File: src/rtl/frac_tick_pkg.sv
package frac_tick_pkg;
  parameter int NUM_CH    = 4;
  parameter int LANE_W    = 8;
  parameter int DIV_W     = 6;
  parameter int STEP      = 18;
  parameter int DIV_MIN   = 18;
  parameter int DIV_MAX   = 35;
  parameter int ACC_W     = 7;
  parameter int STOP_BIT  = 7;
  localparam int WORD_W   = NUM_CH * LANE_W;

  localparam logic [1:0] ADDR_BASE = 2'd0;
  localparam logic [1:0] ADDR_SET  = 2'd1;
  localparam logic [1:0] ADDR_CLR  = 2'd2;

  typedef struct packed {
    logic             run;
    logic [DIV_W-1:0] divisor;
  } chanStrobe_t;
endpackage

File: src/rtl/frac_tick_ctrl.sv
module frac_tick_ctrl
  import frac_tick_pkg::*;
(
  input  logic                           clk,
  input  logic                           rstN,
  input  logic                           wrEn,
  input  logic [1:0]                     wrAddr,
  input  logic [WORD_W-1:0]              wrData,
  output logic [WORD_W-1:0]              ctrlWord,
  output chanStrobe_t [NUM_CH-1:0]       chanCfg
);
  localparam logic [LANE_W-1:0] LANE_MASK  = LANE_W'((1 << STOP_BIT) | ((1 << DIV_W) - 1));
  localparam logic [LANE_W-1:0] LANE_RESET = LANE_W'((1 << STOP_BIT) | DIV_MIN);
  localparam logic [WORD_W-1:0] WORD_MASK  = {NUM_CH{LANE_MASK}};
  localparam logic [WORD_W-1:0] WORD_RESET = {NUM_CH{LANE_RESET}};

  logic [WORD_W-1:0] wordQ;

  always_ff @(posedge clk or negedge rstN) begin
    if (!rstN) begin
      wordQ <= WORD_RESET;
    end else if (wrEn) begin
      case (wrAddr)
        ADDR_BASE: wordQ <= wrData & WORD_MASK;
        ADDR_SET:  wordQ <= (wordQ | wrData) & WORD_MASK;
        ADDR_CLR:  wordQ <= wordQ & ~wrData;
        default:   wordQ <= wordQ;
      endcase
    end
  end

  assign ctrlWord = wordQ;

  for (genvar i = 0; i < NUM_CH; i++) begin : g_lane
    logic [DIV_W-1:0] rawDiv;
    assign rawDiv = wordQ[i*LANE_W +: DIV_W];
    assign chanCfg[i].run = ~wordQ[i*LANE_W + STOP_BIT];
    always_comb begin
      if (rawDiv < DIV_W'(DIV_MIN))      chanCfg[i].divisor = DIV_W'(DIV_MIN);
      else if (rawDiv > DIV_W'(DIV_MAX)) chanCfg[i].divisor = DIV_W'(DIV_MAX);
      else                               chanCfg[i].divisor = rawDiv;
    end
  end


  reserved_zero_chk: assert property (@(posedge clk) disable iff (!rstN)
    (wordQ & ~WORD_MASK) == '0);

  ignored_addr_chk: assert property (@(posedge clk) disable iff (!rstN)
    (wrEn && wrAddr == 2'd3) |=> $stable(wordQ));

  clear_alias_chk: assert property (@(posedge clk) disable iff (!rstN)
    (wrEn && wrAddr == ADDR_CLR) |=> ((wordQ & $past(wrData)) == '0));

  set_alias_chk: assert property (@(posedge clk) disable iff (!rstN)
    (wrEn && wrAddr == ADDR_SET) |=> ((wordQ & ($past(wrData) & WORD_MASK)) == ($past(wrData) & WORD_MASK)));
endmodule

File: src/rtl/frac_tick_datapath.sv
module frac_tick_datapath
  import frac_tick_pkg::*;
(
  input  logic                      clk,
  input  logic                      rstN,
  input  chanStrobe_t [NUM_CH-1:0]  chanCfg,
  output logic [NUM_CH-1:0]         tickEn
);
  for (genvar i = 0; i < NUM_CH; i++) begin : g_ch
    logic [ACC_W-1:0] phaseQ;
    logic [ACC_W-1:0] phaseSum;
    logic [ACC_W-1:0] divExt;
    logic             tickQ;

    assign phaseSum = phaseQ + ACC_W'(STEP);
    assign divExt   = ACC_W'(chanCfg[i].divisor);

    always_ff @(posedge clk or negedge rstN) begin
      if (!rstN) begin
        phaseQ <= '0;
        tickQ  <= 1'b0;
      end else if (!chanCfg[i].run) begin
        phaseQ <= '0;
        tickQ  <= 1'b0;
      end else if (phaseSum >= divExt) begin
        phaseQ <= phaseSum - divExt;
        tickQ  <= 1'b1;
      end else begin
        phaseQ <= phaseSum;
        tickQ  <= 1'b0;
      end
    end

    assign tickEn[i] = tickQ;


    no_overflow_chk: assert property (@(posedge clk) disable iff (!rstN)
      phaseQ <= ACC_W'(DIV_MAX - 1));

    stop_quiet_chk: assert property (@(posedge clk) disable iff (!rstN)
      !chanCfg[i].run |=> (!tickQ && phaseQ == '0));

    full_rate_chk: assert property (@(posedge clk) disable iff (!rstN)
      (chanCfg[i].run && chanCfg[i].divisor == DIV_W'(DIV_MIN)) |=> tickQ);

    div_range_chk: assert property (@(posedge clk) disable iff (!rstN)
      chanCfg[i].divisor >= DIV_W'(DIV_MIN) && chanCfg[i].divisor <= DIV_W'(DIV_MAX));
  end
endmodule

File: src/rtl/frac_tick_gen.sv
module frac_tick_gen
  import frac_tick_pkg::*;
(
  input  logic        clk,
  input  logic        rstN,
  input  logic        wrEn,
  input  logic [1:0]  wrAddr,
  input  logic [31:0] wrData,
  output logic [31:0] rdData,
  output logic [3:0]  tickEn
);
  chanStrobe_t [NUM_CH-1:0] chanCfg;

  frac_tick_ctrl u_ctrl (
    .clk      (clk),
    .rstN     (rstN),
    .wrEn     (wrEn),
    .wrAddr   (wrAddr),
    .wrData   (wrData),
    .ctrlWord (rdData),
    .chanCfg  (chanCfg)
  );

  frac_tick_datapath u_dp (
    .clk     (clk),
    .rstN    (rstN),
    .chanCfg (chanCfg),
    .tickEn  (tickEn)
  );
endmodule

File: config.mk
export PLATFORM = sky130hd
export DESIGN_NAME = frac_tick_gen
export DESIGN_NICKNAME = d
export VERILOG_FILES = /design/src/rtl/frac_tick_pkg.sv /design/src/rtl/frac_tick_ctrl.sv /design/src/rtl/frac_tick_datapath.sv /design/src/rtl/frac_tick_gen.sv
export SDC_FILE = /design/constraint.sdc
export NUM_CORES = 1
export LEC_CHECK = 0
export BUFFER_PORTS_ARGS = -buffer_cell sky130_fd_sc_hd__buf_2
export CAP_MARGIN = 10
export CORE_MARGIN = 3
export CORE_UTILIZATION = 35
export DETAILED_ROUTE_END_ITERATION = 8
export GPL_ROUTABILITY_DRIVEN = 0
export PLACE_DENSITY = 0.62
export SYNTH_ARGS = -nofsm -noshare
export SYNTH_HDL_FRONTEND = slang
export SYNTH_SLANG_ARGS = --single-unit
File: constraint.sdc
create_clock -name clk -period 8.92 [get_ports clk]
set_clock_uncertainty 0.1 [all_clocks]
set_input_delay 1.784 -clock clk [delete_from_list [all_inputs] [get_ports clk]]
set_output_delay 1.784 -clock clk [all_outputs]
set_load 0.005 [all_outputs]
==> Word level (Yosys, flattened, before mapping) <==
Cells that the tools add are included.
{ "word_totals": {"memories": 0, "reg_bits": 64, "romBits": 0, "ramBits": 0, "in_bits": 37, "latchBits": 0, "out_inout_bits": 36} }
{ "op_classes": {"mux": 25, "n_shift": 0, "n_addsub": 8, "eq_ne": 2, "multipliers": 0, "magnitude_cmp": 12, "n_reduce_logical": 3, "bitwise_logic": 3, "n_div": 0} }
{ "ops": {"columns": ["operator", "count"], "rows": [
  ["32-bit case mux with 3 select lines", 1],
  ["7-bit 2-to-1 mux", 8],
  ["6-bit 2-to-1 mux", 8],
  ["32-bit bitwise AND", 1],
  ["32-bit NOT", 1],
  ["32-bit OR", 1],
  ["7-bit by 5-bit adder with 7-bit output (second input constant)", 4],
  ["7-bit by 6-bit greater-or-equal comparator with 1-bit output", 4],
  ["7-bit by 6-bit subtractor with 7-bit output", 4],
  ["6-bit greater-than comparator (second input constant)", 4],
  ["6-bit by 5-bit less-than comparator with 1-bit output (second input constant)", 4],
  ["1-bit 2-to-1 mux", 8],
  ["3-bit nonzero test", 1],
  ["2-bit by 1-bit equality test with 1-bit output (second input constant)", 1],
  ["2-bit equality test (second input constant)", 1],
  ["2-bit logical NOT", 1],
  ["2-bit AND reduction", 1]
]} }

==> Depth between registers and ports, before layout <==
{ "depth": {"word_depth": 6, "mapped_depth": 11, "depth_no_buf": 11} }

==> Modules after synthesis <==
From an unflattened synthesis, not the netlist that was laid out.
{ "hier_totals": {"hier_cells": 536, "area_unflattened_um2": 4738.3} }
{ "modules_own_cells": {"columns": ["module", "n_inst", "area_each_um2", "cells_each"], "rows": [
  ["frac_tick_datapath", 1, 2792.7, 312],
  ["frac_tick_ctrl", 1, 1945.6, 224]
]} }

==> Least setup slack after synthesis <==
No wires, ideal clock.
{ "synth_path": {"kind": "input to register", "from": "input port wrAddr[0]", "to": "register u_ctrl.wordQ[10], in the netlist u_ctrl.ctrlWord[10]", "arrival_ns": 2.997, "path_stages": 7, "setup_slack_ns": 5.686, "setup_ns": 0.137, "cell_sequence": "inv_1 ha_1 or2_2 clkbuf_1 buf_1 o22ai_1 a21oi_1"} }
{ "synth_via": {"elab_chain_len": 3} }
{ "synth_rtl": {"columns": ["item", "line", "source"], "rows": [
  ["start, declared", "frac_tick_gen.sv:7", "input logic [1:0] wrAddr,"],
  ["2-bit by 1-bit equality test with 1-bit output (tied with other cells)", "frac_tick_ctrl.sv:23", "case (wrAddr)"],
  ["3-bit nonzero test (no line)", null, null],
  ["2-bit AND reduction (no line)", null, null],
  ["end signal, assigned", "frac_tick_ctrl.sv:24", "ADDR_BASE: wordQ <= wrData & WORD_MASK;"],
  ["end signal, assigned", "frac_tick_ctrl.sv:25", "ADDR_SET: wordQ <= (wordQ | wrData) & WORD_MASK;"],
  ["end signal, assigned", "frac_tick_ctrl.sv:26", "ADDR_CLR: wordQ <= wordQ & ~wrData;"],
  ["end, declared", "frac_tick_ctrl.sv:17", "logic [WORD_W-1:0] wordQ;"]
]} }
Parallel ways exist; a longest one is shown, timed or not.
A chain may end at the register's enable or synchronous reset.

==> Final worst setup path <==
{ "layout_path": {"from": "register u_ctrl.wordQ[29], in the netlist u_ctrl.ctrlWord[29]", "to": "register u_dp.g_ch[3].phaseQ[1]"} }
{ "layout_via": {"elab_chain_len": 6} }
{ "layout_rtl": {"columns": ["item", "line", "source"], "rows": [
  ["6-bit greater-than comparator", "frac_tick_ctrl.sv:40", "else if (rawDiv > DIV_W'(DIV_MAX)) chanCfg[i].divisor = DIV_W'(DIV_MAX);"],
  ["6-bit 2-to-1 mux", "frac_tick_ctrl.sv:40", null],
  ["6-bit 2-to-1 mux *", "frac_tick_ctrl.sv:39", "if (rawDiv < DIV_W'(DIV_MIN)) chanCfg[i].divisor = DIV_W'(DIV_MIN);"],
  ["7-bit by 6-bit subtractor with 7-bit output or 7-bit by 6-bit greater-or-equal comparator with 1-bit output (tied branches)", "frac_tick_datapath.sv:26, frac_tick_datapath.sv:25", null],
  ["7-bit 2-to-1 mux *", "frac_tick_datapath.sv:25", "end else if (phaseSum >= divExt) begin"],
  ["7-bit 2-to-1 mux *", "frac_tick_datapath.sv:22", "end else if (!chanCfg[i].run) begin"],
  ["end signal, assigned", "frac_tick_datapath.sv:26", "phaseQ <= phaseSum - divExt;"],
  ["end signal, assigned", "frac_tick_datapath.sv:29", "phaseQ <= phaseSum;"],
  ["end, declared", "frac_tick_datapath.sv:10", "logic [ACC_W-1:0] phaseQ;"]
]} }
Mark *: on every way between the ends. The rest lies on a longest branch, timed or not.

==> results.sh <==
export IMPL_hold_buffers=0
export IMPL_first_global_vias=4081
export IMPL_yosysSeqAreaShare=0.3500
export IMPL_cp_required_ns=9.03
export IMPL_vdd_drop_max_v=0.0001145
export IMPL_fillers=1276
export IMPL_post_cts_buffers=0
export IMPL_critPathLaunchType="flop"
export IMPL_setup_viol=0
export IMPL_dieArea_sq_um=14610
export IMPL_grt_start_max_net_pins=65
export IMPL_r2r_end="u_dp.g_ch[3].phaseQ[1]"
export IMPL_die_h_microns=120.9
export IMPL_avgViaCountPerCell=5.458
export IMPL_hold_viol=0
export IMPL_wire_per_inst_microns=15.74
export IMPL_overflow=0
export IMPL_clock_sinks=64
export IMPL_min_period_ns=3.231
export IMPL_tightestPinTransition_ns=0.8901
export IMPL_relSlewSlack=0.4066
export IMPL_grt_setup_unrepaired="false"
export IMPL_drt_wl_total_microns=11920
export IMPL_async_flop_share=1.000
export IMPL_r2r_cells=9
export IMPL_grt_pass1_wl_microns=19680
export IMPL_cts_root_buffer="clkbuf_16"
export IMPL_worstSetupStartpoint="u_ctrl.ctrlWord[29]"
export IMPL_cap_violations=0
export IMPL_netlist_area_sq_um=4618
export IMPL_seqCellArea_sq_um=1617
export IMPL_finalSetupTns_ns=0
export IMPL_leakage_nw=2.388
export IMPL_path_class="reg2reg"
export IMPL_crit_end="u_dp.g_ch[3].phaseQ[1]"
export IMPL_avgSynthCellArea_sq_um=8.830
export IMPL_area_growth_pct=16.93
export IMPL_powerDensity_nw_per_um2=384.9
export IMPL_grt_total_usage=0.1646
export IMPL_ant_nets=0
export IMPL_synth_cells=523
export IMPL_diodes=0
export IMPL_drv_slew=0
export IMPL_status="finished, final reports clean"
export IMPL_die_w_microns=120.9
export IMPL_cp_max_fo=8
export IMPL_drt_iter0_markers=307
export IMPL_antenna_found_initial=0
export IMPL_whs_ns=0.3784
export IMPL_arrival_ns=3.34
export IMPL_hold_class="reg2reg"
export IMPL_core_sq_um=12770
export IMPL_cts_max_path_buffers=2
export IMPL_cts_inserted_buffers=9
export IMPL_drt_first_pass_iters=4
export IMPL_vias=4132
export IMPL_io_buffers=72
export IMPL_rows=41
export IMPL_cts_tree="yes"
export IMPL_drc=0
export IMPL_synth_edff_count=0
export IMPL_ys_types=55
export IMPL_start_util=0.3615
export IMPL_dp_hpwl_microns=8598
export IMPL_clock_latency_ns=0.33
export IMPL_nets=656
export IMPL_ys_flop_type="dfrtp_1"
export IMPL_yosysWarnings=0
export IMPL_layout_drive_gt1_share=0.1966
export IMPL_ys_seq_elements=64
export IMPL_cts_repair_resized=0
export IMPL_htreeDepth=3
export IMPL_max_freq_mhz=309.5
export IMPL_r2r_slack_ns=5.69
export IMPL_period_share=0.3622
export IMPL_syn_num_nets=599
export IMPL_ioPinCount=73
export IMPL_crit_path_end_kind="flop"
export IMPL_clkTransAtPathRegs_ns=0.05
export IMPL_multi_input_area_sq_um=2790
export IMPL_reg2reg_from="u_ctrl.ctrlWord[29]"
logic make-up (layout without fill, tap and decap cells):
group,Yosys count,after routing,synth area share
mux,6,6,0.01382
buf+inv,52,114,0.04741
simple gates,144,144,0.1791
xor+xnor,16,16,0.03035
fa+ha+maj,39,39,0.1122
flops,64,64,0.3500
compound gates,202,202,0.2671
cell usage in the layout, fill, tap and decap left out, types with 10 or more instances in the layout:
cell,instances
inv_1,23
o21ai_0,34
ha_1,35
dfrtp_1,52
o22ai_1,33
nor2b_1,37
a31oi_1,10
nand2_1,13
a21oi_1,77
dfstp_2,12
nor3_1,10
buf_2,72
nor2_1,22
area by class of cell:
cell class                 count  area share
clock buffer                  13     0.04819
clock inverter                 3    0.007414
inverter                      24     0.01668
multi-input combinational    407      0.5167
sequential                    64      0.2994
tap                          172     0.03985
timing repair buffer          74     0.07183
sequential cells by signal, indices dropped and copies added, names as in the netlist:
register and count:
u_ctrl.ctrlWord 32, u_dp.g_ch.tickQ 4, u_dp.g_ch.phaseQ 28
routing by layer:
layer | GRT usage | vias up | routed length, microns
met2 | 0.2741 | 84 | 5660
met3 | 0.02797 | 11 | 437
li1 | - | 2048 | -
met4 | 0.04674 | 0 | 162
met5 | 0 | - | 0
met1 | 0.2203 | 1989 | 5656
cell usage after synthesis, types with 2 or more instances:
master     n  share of area
a21oi_1   77          0.083
dfrtp_1   52           0.28
nor2b_1   38          0.051
ha_1      35          0.095
o21ai_0   34          0.037
o22ai_1   33          0.045
inv_1     23          0.019
nor2_1    22          0.018
clkbuf_1  18          0.015
nand2_1   13          0.011
dfstp_2   12          0.068
a31oi_1   10          0.014
nor3_1    10          0.011
and2_1     9          0.012
or3_1      9          0.012
nand3_1    8         0.0087
o31ai_1    8          0.013
xnor2_1    8          0.015
xor2_1     8          0.015
a211oi_1   6         0.0098
nand2b_1   6         0.0081
nor3b_1    6         0.0098
o21a_1     6         0.0098
a21o_1     5         0.0081
buf_1      4         0.0033
buf_4      4         0.0065
fa_1       4          0.017
nor4_1     4         0.0054
o31a_1     4         0.0076
a211o_1    3         0.0057
and3_1     3         0.0041
and4_1     3         0.0057
mux2_2     3         0.0073
mux2i_1    3         0.0065
nand3b_1   3         0.0049
o21bai_1   3         0.0049
or2_2      3         0.0041
nand4_1    2         0.0027
o211a_1    2         0.0043
o21ba_2    2         0.0043
o311a_1    2         0.0043
o41a_1     2         0.0049
critical path: stages (launching register included):
cell,delay [ns]
dfrtp_1,0.48
inv_1,0.14
or4_1,0.41
a21oi_1,0.30
ha_1,0.32
nor2b_1,0.15
o31a_1,0.27
o31a_1,0.35
nor2_2,0.23
mux2_2,0.36
per-stage QoR:
stage	util	total power (W)	setup WS [ns]	instance area (sq um)	cells
floorplan	-	0.001455	5.686	4618	523
global placement	0.3977	0.001669	5.285	5080	740
detailed placement	0.3977	0.001714	5.185	5080	740
CTS	0.4212	0.002086	5.526	5380	756
global route	0.4228	0.002271	5.523	5400	757
finish	0.4228	0.002079	5.689	5400	757
worst min-delay path by stage:
stage | startpoint | endpoint | slack (ns) | cells past startpoint
6_report | u_ctrl.ctrlWord[30] | u_ctrl.ctrlWord[30] | 0.38 | 1
5_1_grt | u_ctrl.ctrlWord[30] | u_ctrl.ctrlWord[30] | 0.42 | 1
2_1_floorplan | u_ctrl.ctrlWord[14] | u_ctrl.ctrlWord[14] | 0.38 | 1
3_5_place_dp | u_ctrl.ctrlWord[30] | u_ctrl.ctrlWord[30] | 0.37 | 1
4_1_cts | u_ctrl.ctrlWord[30] | u_ctrl.ctrlWord[30] | 0.39 | 1
3_3_place_gp | u_ctrl.ctrlWord[14] | u_ctrl.ctrlWord[14] | 0.37 | 1
power breakdown:
| part | total [W] | switching, W | internal, W |
|---|---|---|---|
| logic | 0.00123 | 0.000673 | 0.000559 |
| registers | 0.000489 | 0.0000943 | 0.000395 |
| clock network | 0.000358 | 0.000127 | 0.000231 |
No activity file was read; power rests on OpenSTA's default activity.
